==> src/rtl/i2c_addr_seq.sv <==
module i2c_addr_seq #(
  parameter int STD_DIV  = 200,
  parameter int FAST_DIV = 50,
  parameter int CNT_W    = 8
) (
  input  logic             clk,
  input  logic             rst_n,
  input  logic             adr0_wr,
  input  logic [7:0]       adr0_data,
  input  logic             adr1_wr,
  input  logic [7:0]       adr1_data,
  input  logic             ten_bit_en,
  input  logic             tx_empty,
  input  logic [CNT_W-1:0] rx_count,
  input  logic             cmd_ready,
  input  logic             cmd_done,
  input  logic             cmd_nack,
  output logic             cmd_valid,
  output logic [2:0]       cmd_op,
  output logic [7:0]       cmd_byte,
  output logic             busy,
  output logic             err,
  input  logic             fast_mode,
  input  logic [2:0]       pre_div,
  output logic             scl_tick
);
  localparam int MAXDIV = (STD_DIV > FAST_DIV) ? STD_DIV : FAST_DIV;
  localparam int TW     = $clog2(MAXDIV + 1) + 1;

  localparam logic [2:0] OP_START = 3'd1, OP_RS = 3'd2, OP_ADDR = 3'd3,
                         OP_WDAT  = 3'd4, OP_READ = 3'd5, OP_STOP = 3'd6;

  typedef enum logic [3:0] {
    S_IDLE, S_START, S_A0W, S_A1, S_RS10, S_A0R, S_DATA, S_RSTRT, S_STOP
  } st_t;

  st_t              st;
  logic             waiting, ten, pend, err_q;
  logic [7:0]       a0, a1, pend_a0;
  logic [CNT_W-1:0] rcnt;

  wire rd        = a0[0];
  wire data_more = rd ? (rcnt != rx_count) : !tx_empty;
  wire take      = cmd_valid && cmd_ready;
  wire in_addr   = (st == S_A0W) || (st == S_A1) || (st == S_RS10) ||
                   (st == S_A0R) || (st == S_DATA) || (st == S_RSTRT);

  assign busy      = (st != S_IDLE);
  assign err       = err_q;
  assign cmd_valid = busy && !waiting && ((st != S_DATA) || data_more);

  always_comb begin
    cmd_op   = 3'd0;
    cmd_byte = 8'd0;
    case (st)
      S_START:         cmd_op = OP_START;
      S_A0W: begin
        cmd_op   = OP_ADDR;
        cmd_byte = (ten && rd) ? {a0[7:1], 1'b0} : a0;
      end
      S_A1:            begin cmd_op = OP_ADDR; cmd_byte = a1; end
      S_A0R:           begin cmd_op = OP_ADDR; cmd_byte = a0; end
      S_RS10, S_RSTRT: cmd_op = OP_RS;
      S_DATA:          cmd_op = rd ? OP_READ : OP_WDAT;
      S_STOP:          cmd_op = OP_STOP;
      default:         cmd_op = 3'd0;
    endcase
  end

  always_ff @(posedge clk or negedge rst_n) begin
    if (!rst_n) begin
      st      <= S_IDLE;
      waiting <= 1'b0;
      ten     <= 1'b0;
      pend    <= 1'b0;
      err_q   <= 1'b0;
      a0      <= 8'd0;
      a1      <= 8'd0;
      pend_a0 <= 8'd0;
      rcnt    <= '0;
    end else begin
      if (adr1_wr) a1 <= adr1_data;
      if (st == S_IDLE) begin
        if (adr0_wr) begin
          a0    <= adr0_data;
          ten   <= ten_bit_en;
          err_q <= 1'b0;
          pend  <= 1'b0;
          st    <= S_START;
        end
      end else begin
        if (take) waiting <= 1'b1;
        if (take && st == S_RSTRT) begin
          a0   <= pend_a0;
          pend <= 1'b0;
        end
        if (waiting && cmd_done) begin
          waiting <= 1'b0;
          case (st)
            S_START, S_RSTRT: st <= S_A0W;
            S_A0W:
              if (cmd_nack) begin st <= S_STOP; err_q <= 1'b1; end
              else if (ten) st <= S_A1;
              else begin st <= S_DATA; rcnt <= '0; end
            S_A1:
              if (cmd_nack) begin st <= S_STOP; err_q <= 1'b1; end
              else if (rd) st <= S_RS10;
              else begin st <= S_DATA; rcnt <= '0; end
            S_RS10: st <= S_A0R;
            S_A0R:
              if (cmd_nack) begin st <= S_STOP; err_q <= 1'b1; end
              else begin st <= S_DATA; rcnt <= '0; end
            S_DATA: if (rd) rcnt <= rcnt + 1'b1;
            S_STOP: begin st <= S_IDLE; pend <= 1'b0; end
            default: st <= S_IDLE;
          endcase
        end
        if (st == S_DATA && !waiting && !data_more)
          st <= pend ? S_RSTRT : S_STOP;
        if (adr0_wr && in_addr) begin
          pend    <= 1'b1;
          pend_a0 <= adr0_data;
        end
      end
    end
  end

  logic [6:0]    pre;
  logic [TW-1:0] tcnt, base, lim;
  logic          tick_q;
  wire  [6:0]    pmask = (7'd1 << pre_div) - 7'd1;
  wire           en    = ((pre & pmask) == pmask);

  always_comb begin
    base = fast_mode ? TW'(FAST_DIV) : TW'(STD_DIV);
    lim  = base >> pre_div;
    if (lim == '0) lim = TW'(1);
  end

  always_ff @(posedge clk or negedge rst_n) begin
    if (!rst_n) begin
      pre    <= '0;
      tcnt   <= '0;
      tick_q <= 1'b0;
    end else begin
      pre    <= pre + 7'd1;
      tick_q <= 1'b0;
      if (en) begin
        if (tcnt >= lim - TW'(1)) begin
          tcnt   <= '0;
          tick_q <= 1'b1;
        end else begin
          tcnt <= tcnt + TW'(1);
        end
      end
    end
  end

  assign scl_tick = tick_q;

  a_r2_hold_offer: assert property (@(posedge clk) disable iff (!rst_n)
    cmd_valid && !cmd_ready |=> cmd_valid && $stable(cmd_op) && $stable(cmd_byte));
  a_r2_one_outstanding: assert property (@(posedge clk) disable iff (!rst_n)
    cmd_valid && cmd_ready |=> !cmd_valid);
  a_r1_idle_quiet: assert property (@(posedge clk) disable iff (!rst_n)
    !busy |-> !cmd_valid);
  a_r11_err_from_nack: assert property (@(posedge clk) disable iff (!rst_n)
    $rose(err) |-> $past(cmd_done && cmd_nack));
  a_r4_end_on_done: assert property (@(posedge clk) disable iff (!rst_n)
    $fell(busy) |-> $past(cmd_done));
endmodule

==> config.mk <==
export PLATFORM = sky130hd
export DESIGN_NAME = i2c_addr_seq
export DESIGN_NICKNAME = d
export VERILOG_FILES = /design/src/rtl/i2c_addr_seq.sv
export SDC_FILE = /design/constraint.sdc
export NUM_CORES = 1
export LEC_CHECK = 0
export CAP_MARGIN = 25
export CELL_PAD_IN_SITES_DETAIL_PLACEMENT = 0
export CELL_PAD_IN_SITES_GLOBAL_PLACEMENT = 1
export CORE_MARGIN = 2
export CORE_UTILIZATION = 45
export CTS_CLUSTER_SIZE = 20
export DETAILED_ROUTE_END_ITERATION = 16
export PLACE_DENSITY = 0.84
export SKIP_CTS_REPAIR_TIMING = 1
export SLEW_MARGIN = 10
export SYNTH_ARGS = -nofsm -noshare
export SYNTH_HDL_FRONTEND = slang
export SYNTH_SLANG_ARGS = --single-unit
==> constraint.sdc <==
create_clock -name clk -period 4.7 [get_ports clk]
set_clock_uncertainty 0.05 [all_clocks]
set_input_delay 0.47 -clock clk [delete_from_list [all_inputs] [get_ports clk]]
set_output_delay 0.47 -clock clk [all_outputs]
set_load 0.05 [all_outputs]
==> results by group, run 1 <==
Pwr
  – Power Dens Cells: 497.1 nW/um^2
  – VDD IR-drop max: 0.0001763 V
  – Overall Power: 2.238 mW
  – Leak: 1.909 nW

CTS
  – H-tree depth: 3
  – Clk sinks: 57
  – Clock Tree Buf Depth: 2
  – CTS Buf Count: 9
  – CTS tree: built
  – Worst-path clk slew: 0.06 ns
  – Clk_lat worst skew: 0.34 ns
  – CTS Root Cell: clkbuf_8

Routing
  – Total routed wirelength: 8199 um
  – Vias per cell: 5.626
  – DRC viols: 0
  – DRT iter0 DRCs: 164
  – DRT antenna net count: 0
  – Vias: 3145
  – Wire per inst: 14.67 um
  – DR pass1 iterations: 4

Placed design
  – Placed wire-length estimate: 5935 um
  – GP Congestion: 0.8717
  – IO buf count: 51

Status
  – Status: finished, final reports clean

Logic synthesis
  – Post-Syn Instances: 401
  – Post-synth top area share: 38.51%
  – Primary FF master, synth: dfrtp_1
  – Post-Synthesis Cell Area: 3704 sq um
  – Share of flip-flops with an asynchronous set or reset: 100.0%
  – Synth warn: 0
  – Seq/Total Area, Yosys: 38.51%
  – Yosys cell types: 63
  – Syn_nets: 458
  – Cell taking the most area after synthesis: dfrtp_1
  – Syn Area/Cell: 9.236 sq um
  – Synth Register Bits: 57
  – Number of enable-type register cells in the synthesized netlist: 0
  – Largest cells by area after synthesis: dfrtp_1 39%, ha_1 6.8%, mux2_2 5.5%, nor2_1 4.9%, o21ai_0 4.1%

Critical path
  – Worst flop-to-flop path endpoint: rcnt[3]
  – Crit Path Class: in2reg
  – Critical R2R Launch: st[2]
  – Setup slack, reg-to-reg: 1.84 ns
  – Startpoint types: input port
  – Critical Path RT: 4.92 ns
  – Reg2reg path depth: 5
  – Critical Path AT: 4.27 ns
  – Worst-path maximum fanout: 9
  – Crit. End Element: register

Floorplan
  – Die W: 94.72 um
  – Initial Util: 45.76%
  – Core Region: 8093 sq um
  – Die height: 94.72 um
  – IO Pins: 52
  – Row cnt: 33
  – Die Footprint: 8972 sq um

Finish
  – Nets@finish: 507
  – Register area: 1426 sq um
  – Fillers: 768
  – Multi-input logic area: 2145 sq um
  – Area grow syn2layout: 21.59%
  – Ant. Diodes: 0
  – Layout cell share with drive strength beyond 1: 11.67%

Job
  – Number of max-cap violations: 0

Timing
  – Finish-stage setup viols: 0
  – Period utilisation layout: 86.13%
  – Worst-margin pin slew: 0.8390 ns
  – Unrepaired setup endpoints after global routing: false
  – Min cycle time layout: 4.048 ns
  – TNS Setup: 0 ns
  – Achievable Freq: 247.0 MHz
  – Worst slew margin: 43.64%
  – Slew Limit Fails: 0
  – Final Hold Fails: 0

Global routing
  – Grt total ovfl: 0
  – Antenna violations before repair: 0
  – First-pass GRT wire length: 14040 um
  – Largest net degree at the start of global routing: 58
  – Global Route Usage Sum: 19.79%
  – Number of global-route vias before repair: 3009

Min path
  – HP Class: in2async
synthesized netlist by cell type (7+ instances only):
master	number
clkbuf_1	8
inv_1	11
nor2b_1	11
a31oi_1	8
mux2_2	18
and3_1	7
o22ai_1	11
nand3_1	9
xnor2_1	14
a22oi_1	8
nand4_1	7
dfrtp_1	57
o21ai_0	30
ha_1	20
nand2_1	31
a21oi_1	12
buf_2	7
nor2_1	48
a22o_1	14
cell families (layout without fill, tap and decap cells):
family / Yosys count / count (layout) / synth area share (%)
xor gates and xnor gates: 17 / 17 / 4.020
DFF: 57 / 57 / 38.51
adders and majority gates: 20 / 20 / 6.757
AOI/OAI and AO/OA: 117 / 117 / 22.10
and+or+nand+nor: 139 / 139 / 18.75
muxes: 21 / 21 / 6.284
buffers and inverters: 30 / 83 / 3.581
worst max-delay path, stage by stage:
cell and delay, ns:
clkdlybuf4s50_1 0.56, inv_1 0.18, ha_1 0.25, nand2_1 0.09, o2bb2ai_1 0.15, mux2_2 0.31, a31oi_1 0.25, ha_1 0.23
and3_1 0.19, nand2b_1 0.08, nand2b_1 0.15, ha_1 0.31, a21oi_1 0.15, o21ai_0 0.11, o21ba_2 0.31, and2_1 0.29
a22o_1 0.19
sequential cells by signal, indices dropped and copies added (netlist names):
signal	count
rcnt	8
a1	8
a0	8
waiting	1
pend	1
pre	7
scl_tick	1
ten	1
pend_a0	8
tcnt	9
st	4
err	1
power by group:
part / switching [mW] / internal [mW] / leakage [nW]
Clock: 0.193 / 0.310 / 0.113
Sequential: 0.171 / 0.608 / 0.709
Combinational: 0.554 / 0.402 / 1.09
Total: 0.918 / 1.32 / 1.91
per-layer routing:
layer	part of all wire [%]	track usage, %
met4	2.3	7.246
met1	47	26.52
met2	45	30.79
met5	0	0
met3	5.6	5.267
metrics by stage:
step	utilization [%]	worst slack (ns)	area, sq um	hold WS, ns	std cells
final	55.64	0.6519	4503	0.2108	559
after global routing	55.64	0.3537	4503	0.2815	559
after CTS	55.64	0.6710	4503	0.2419	559
after detailed placement	52.97	0.3111	4287	0.4438	544
after global placement	52.97	0.4391	4287	0.4237	544
after floorplan	-	1.241	3704	0.1244	401
layout make-up:
| cell class | instances | area share [%] |
|---|---|---|
| flip-flops and latches | 57 | 31.68 |
| multi-input cells | 314 | 47.62 |
| clock inverters | 5 | 1.750 |
| well taps | 105 | 2.917 |
| clock buffers | 10 | 3.056 |
| repair buffers | 55 | 11.89 |
| inverters | 13 | 1.084 |
how the worst max path moves through the flow:
stage	startpoint	endpoint	slack, ns	cells past startpoint
3_3_place_gp	pre_div[0]	tcnt[2]	0.44	16
6_report	pre_div[0]	tcnt[6]	0.65	17
5_1_grt	pre_div[0]	tcnt[3]	0.35	17
4_1_cts	pre_div[0]	tcnt[7]	0.67	17
2_1_floorplan	fast_mode	tcnt[3]	1.24	16
3_5_place_dp	pre_div[0]	tcnt[7]	0.31	17
placed cells by master, fill, tap and decap left out, drive strengths merged, types with 10 or more instances in the layout:
cell type	n
o21ai	32
clkdlybuf4s50	50
inv	14
dfrtp	57
ha	20
a21oi	13
a22o	14
clkbuf	10
xnor2	14
nor2	49
nor2b	11
o22ai	11
mux2	18
nand2	31
No activity file was read; power rests on OpenSTA's default activity.
==> run 2, diff against run 1 <==
--- a/config.mk
+++ b/config.mk
@@ -13,7 +13,9 @@
 export CTS_CLUSTER_SIZE = 20
 export DETAILED_ROUTE_END_ITERATION = 16
 export PLACE_DENSITY = 0.84
+export SETUP_SLACK_MARGIN = 0.2
 export SKIP_CTS_REPAIR_TIMING = 1
+export SKIP_LAST_GASP = 1
 export SLEW_MARGIN = 10
 export SYNTH_ARGS = -nofsm -noshare
 export SYNTH_HDL_FRONTEND = slang
==> results of run 2 <==
Final layout, timing and power as in run 1 (identical DEF).
==> run 3, diff against run 2 <==
--- a/config.mk
+++ b/config.mk
@@ -20,3 +20,4 @@
 export SYNTH_ARGS = -nofsm -noshare
 export SYNTH_HDL_FRONTEND = slang
 export SYNTH_SLANG_ARGS = --single-unit
+export TNS_END_PERCENT = 100
==> results of run 3 <==
Final layout, timing and power as in run 1 (identical DEF).
